$ cat src/rtl/bpg_pkg.sv
// Package: shared transfer classification for the byte-lane parity guard.
// Assumes a write and a read strobe that may, in error, overlap; writes win.
package bpg_pkg;

    typedef enum logic [1:0] {
        XFER_IDLE  = 2'd0,
        XFER_WRITE = 2'd1,
        XFER_READ  = 2'd2
    } xfer_e;

    // Decide the kind of bus cycle from the two strobes, write first.
    function automatic xfer_e classify_xfer(input logic wr, input logic rd);
        if (wr)      return XFER_WRITE;
        else if (rd) return XFER_READ;
        else         return XFER_IDLE;
    endfunction

endpackage

$ cat src/rtl/bpg_lane_parity.sv
// Module: bpg_lane_parity
// Produces the even-parity bit of one lane: the bit that makes the lane plus
// the bit hold an even number of ones. Purely combinational.
module bpg_lane_parity #(
    parameter int LANE_W = 8
) (
    input  logic [LANE_W-1:0] lane_data,
    output logic              lane_par
);

    // XOR of all bits is 1 exactly when the lane has an odd count of ones.
    always_comb begin
        lane_par = ^lane_data;
    end

endmodule

$ cat src/rtl/bpg_gen.sv
// Module: bpg_gen
// Splits a data word into lanes and builds one even-parity bit per lane.
// Assumes DATA_W is a whole multiple of LANE_W. Combinational.
module bpg_gen #(
    parameter int DATA_W = 32,
    parameter int LANE_W = 8,
    localparam int LANES = DATA_W / LANE_W
) (
    input  logic [DATA_W-1:0] word,
    output logic [LANES-1:0]  par
);

    for (genvar g = 0; g < LANES; g++) begin : g_lane
        bpg_lane_parity #(
            .LANE_W (LANE_W)
        ) i_lane (
            .lane_data (word[g*LANE_W +: LANE_W]),
            .lane_par  (par[g])
        );
    end

endmodule

$ cat src/rtl/bpg_read_check.sv
// Module: bpg_read_check
// Compares received parity against parity recomputed from read data, masks
// disabled lanes, and registers an active-low one-cycle error flag.
// Assumes rd_en is already qualified (no write in the same cycle).
module bpg_read_check #(
    parameter int DATA_W = 32,
    parameter int LANE_W = 8,
    localparam int LANES = DATA_W / LANE_W
) (
    input  logic              clk,
    input  logic              rst_n,
    input  logic              rd_en,
    input  logic [LANES-1:0]  be,
    input  logic [DATA_W-1:0] rdata,
    input  logic [LANES-1:0]  par_in,
    output logic              err_n
);

    logic [LANES-1:0] calc_par;
    logic [LANES-1:0] lane_bad;
    logic             any_bad;
    logic             err_n_q;

    bpg_gen #(
        .DATA_W (DATA_W),
        .LANE_W (LANE_W)
    ) i_recalc (
        .word (rdata),
        .par  (calc_par)
    );

    // Flag enabled lanes whose received bit differs from the recomputed one.
    always_comb begin
        lane_bad = (calc_par ^ par_in) & be;
        any_bad  = rd_en & (|lane_bad);
    end

    // Register the flag; it holds for a single cycle per erroring read.
    always_ff @(posedge clk) begin
        if (!rst_n) err_n_q <= 1'b1;
        else        err_n_q <= ~any_bad;
    end

    assign err_n = err_n_q;

endmodule

$ cat src/rtl/byte_parity_guard.sv
// Module: byte_parity_guard (top)
// Generates per-lane even parity on writes and checks it on reads.
// Assumes the pad ring merges par_o/par_oe/par_i into shared parity wires.
// The error flag never holds up a transfer.
module byte_parity_guard
    import bpg_pkg::*;
#(
    parameter int DATA_W = 32,
    parameter int LANE_W = 8,
    localparam int LANES = DATA_W / LANE_W
) (
    input  logic              clk,
    input  logic              rst_n,
    input  logic              wr_stb,
    input  logic              rd_stb,
    input  logic [LANES-1:0]  be,
    input  logic [DATA_W-1:0] wdata,
    input  logic [DATA_W-1:0] rdata,
    input  logic [LANES-1:0]  par_i,
    output logic [LANES-1:0]  par_o,
    output logic              par_oe,
    output logic              err_n
);

    xfer_e            xfer;
    logic [LANES-1:0] wr_par;
    logic             rd_en;

    // Classify the current cycle from the strobes.
    always_comb begin
        xfer  = classify_xfer(wr_stb, rd_stb);
        rd_en = (xfer == XFER_READ);
    end

    bpg_gen #(
        .DATA_W (DATA_W),
        .LANE_W (LANE_W)
    ) i_wr_gen (
        .word (wdata),
        .par  (wr_par)
    );

    // Drive parity and enable the pad only during a write.
    always_comb begin
        par_oe = (xfer == XFER_WRITE);
        par_o  = par_oe ? wr_par : '0;
    end

    bpg_read_check #(
        .DATA_W (DATA_W),
        .LANE_W (LANE_W)
    ) i_chk (
        .clk    (clk),
        .rst_n  (rst_n),
        .rd_en  (rd_en),
        .be     (be),
        .rdata  (rdata),
        .par_in (par_i),
        .err_n  (err_n)
    );

endmodule

$ cat config.mk
export PLATFORM = sky130hd
export DESIGN_NAME = byte_parity_guard
export DESIGN_NICKNAME = d
export VERILOG_FILES = /design/src/rtl/bpg_pkg.sv /design/src/rtl/bpg_lane_parity.sv /design/src/rtl/bpg_gen.sv /design/src/rtl/bpg_read_check.sv /design/src/rtl/byte_parity_guard.sv
export SDC_FILE = /design/constraint.sdc
export NUM_CORES = 1
export LEC_CHECK = 0
export BUFFER_PORTS_ARGS = -buffer_cell sky130_fd_sc_hd__buf_2
export CAP_MARGIN = 20
export CELL_PAD_IN_SITES_DETAIL_PLACEMENT = 0
export CELL_PAD_IN_SITES_GLOBAL_PLACEMENT = 1
export CORE_MARGIN = 2
export CORE_UTILIZATION = 17
export CTS_CLUSTER_SIZE = 10
export DETAILED_ROUTE_END_ITERATION = 7
export PLACE_DENSITY = 0.76
export SKIP_CTS_REPAIR_TIMING = 1
export SLEW_MARGIN = 20
export SYNTH_ARGS = -nofsm -noshare
export SYNTH_HDL_FRONTEND = slang
export SYNTH_HIERARCHICAL = 1
export SYNTH_SLANG_ARGS = --single-unit
export TNS_END_PERCENT = 100
$ cat constraint.sdc
create_clock -name clk -period 1.3 [get_ports clk]
set_input_delay 0.26 -clock clk [delete_from_list [all_inputs] [get_ports clk]]
set_output_delay 0.26 -clock clk [all_outputs]
set_load 0.05 [all_outputs]
==> flow_summary.yaml <==
run_status:
  status: "finished, violations left"
  violations: "setup timing"
synthesis:
  synth_adder_area_share_pct: 0
  yosys.area.top_type_share_pct: 68.9
  syn_area_um2: 611
  post-synth-top-area-cell: "xnor2_1"
  synth_compound_area_share_pct: 4.92
  synth-main-ff-cell: "dfxtp_1"
  synth_xor_area_share_pct: 86.1
  synth_top_family_by_area: "XOR/XNOR gates"
  synth_seq_area_share_pct: 3.28
  yosys-mux-area-fraction_pct: 0
  syn_area_per_cell_um2: 8.72
  synthArstFlopShare_pct: 0
  synth_edf_count: 0
  syn-num-nets: 146
  syn_inst: 70
  synthSimpleGateAreaFrac_pct: 5.12
  ys_top_cells_by_count: "48 x xnor2_1, 12 x xor2_1, 4 x and2_1"
  synth_area_leaders: "xnor2_1 69%, xor2_1 17%, and2_1 4.1%, dfxtp_1 3.3%, a22o_1 2.9%"
  ys_warn_count: 6
  ys_types: 8
  synth-seq-cells: 1
  yosysMostFrequentCell: "xnor2_1"
floorplanning:
  die-area_mm2: 0.00409
  row_count: 21
  initial_core_util_pct: 18.0
  die_width_um: 63.9
  die_h_um: 63.9
  coreArea_mm2: 0.00339
  ioPinCount: 82
route:
  drc: 0
  routed_wl_mm: 1.76
  via_per_inst: 3.66
  drtIter0Drc: 1
  wl_per_cell_um: 8.95
  vias: 717
  firstDrtPassIters: 2
  ant_nets: 0
worst_setup_path:
  crit_type: "in -> reg"
  worstSetupStartpointType: "input port"
  end_kind: "flop"
  cp_data_arrival_time_ps: 1370
  required_ps: 1230
  cp_max_fo: 1
cells_and_area:
  nets: 228
  final_core_util_pct: 38.1
  syn2layout_area_growth_pct: 111
  largest_reg_flops: 1
  antennaDiodeCount: 0
  drive_above_1_share_pct: 64.7
  design_area_mm2: 0.00129
timing:
  hold_viol: 0
  tightest_slew_ps: 254
  setup_slack_ps: -147
  finalCritPeriodShare_pct: 111
  slew_viol_final: 0
  slew_headroom_pct: 83.2
  setup_viol: 5
  post-route-min-period_ps: 1450
  rsz0062_at_grt: "yes"
  tns_ps: -487
  max_freq_ghz: 0.691
place:
  place_area_mm2: 0.00107
  port_buffers: 81
  gp_congestion: 0.673
global_routing:
  grt_max_degree: 7
  grtUsageTotal_pct: 6.29
  grt_pass1_vias: 600
  antenna_found_initial: 0
  overflow: 0
  grt_pass1_wl_mm: 2.24
cts:
  clk_pin_slew_ps: 0
power:
  p_leak_nw: 0.608
  p_per_area_mw_per_mm2: 662
  vdd_drop_max_mv: 0.198
worst_hold_path:
  min_path_type: "in -> reg"
run:
  maxCapViolations: 0
## where the power goes
group | internal (mW) | switching (mW)
clock | 0 | 0
combinational | 0.460 | 0.361
sequential | 0.0339 | 0.000424
## through the flow
step           setup slack (ps)  std cells  total power [mW]  hold slack [ps]
6_report                   -147        196             0.855              440
5_1_grt                    -263        196             0.919              455
4_1_cts                    -219        196             0.723              442
3_5_place_dp               -222        196             0.722              442
3_3_place_gp               -212        196             0.717              441
2_1_floorplan              25.8         70             0.531              325
## worst paths after layout
kind | from | endpoint | cells after the start
max | rdata[27] | i_chk/err_n | 7
min | rst_n | i_chk/err_n | 2
## layer usage
layer,vias up,track usage [%],share of wire (%)
li1,374,-,-
met1,304,7.11,31
met2,39,13.3,60
met3,0,0.352,9.0
met4,0,0,0
met5,-,0,0
## logic make-up after synthesis
kind of cell | after synthesis
compound gates | 3
xor+xnor | 60
buf+inv | 1
flops | 1
simple gates | 5
## critical path, stage by stage
cell and delay, ps:
buf_2 100, xor2_1 160, xnor2_1 190, xnor2_1 110, xor2_1 140, a22o_1 260, o211ai_2 150
## layout make-up
type	instances	area [um2]
fillers	369	2100
multi-input cells	68	678
repair buffers	81	536
well taps	46	57.6
flip-flops and latches	1	20.0
## placed cells by master (no fill, tap or decap), drive strengths merged
cell,instances
and2,4
o211ai,1
xor2,12
buf,81
a22o,2
dfxtp,1
nor2b,1
xnor2,48
Power figures use the tool's default switching activity.
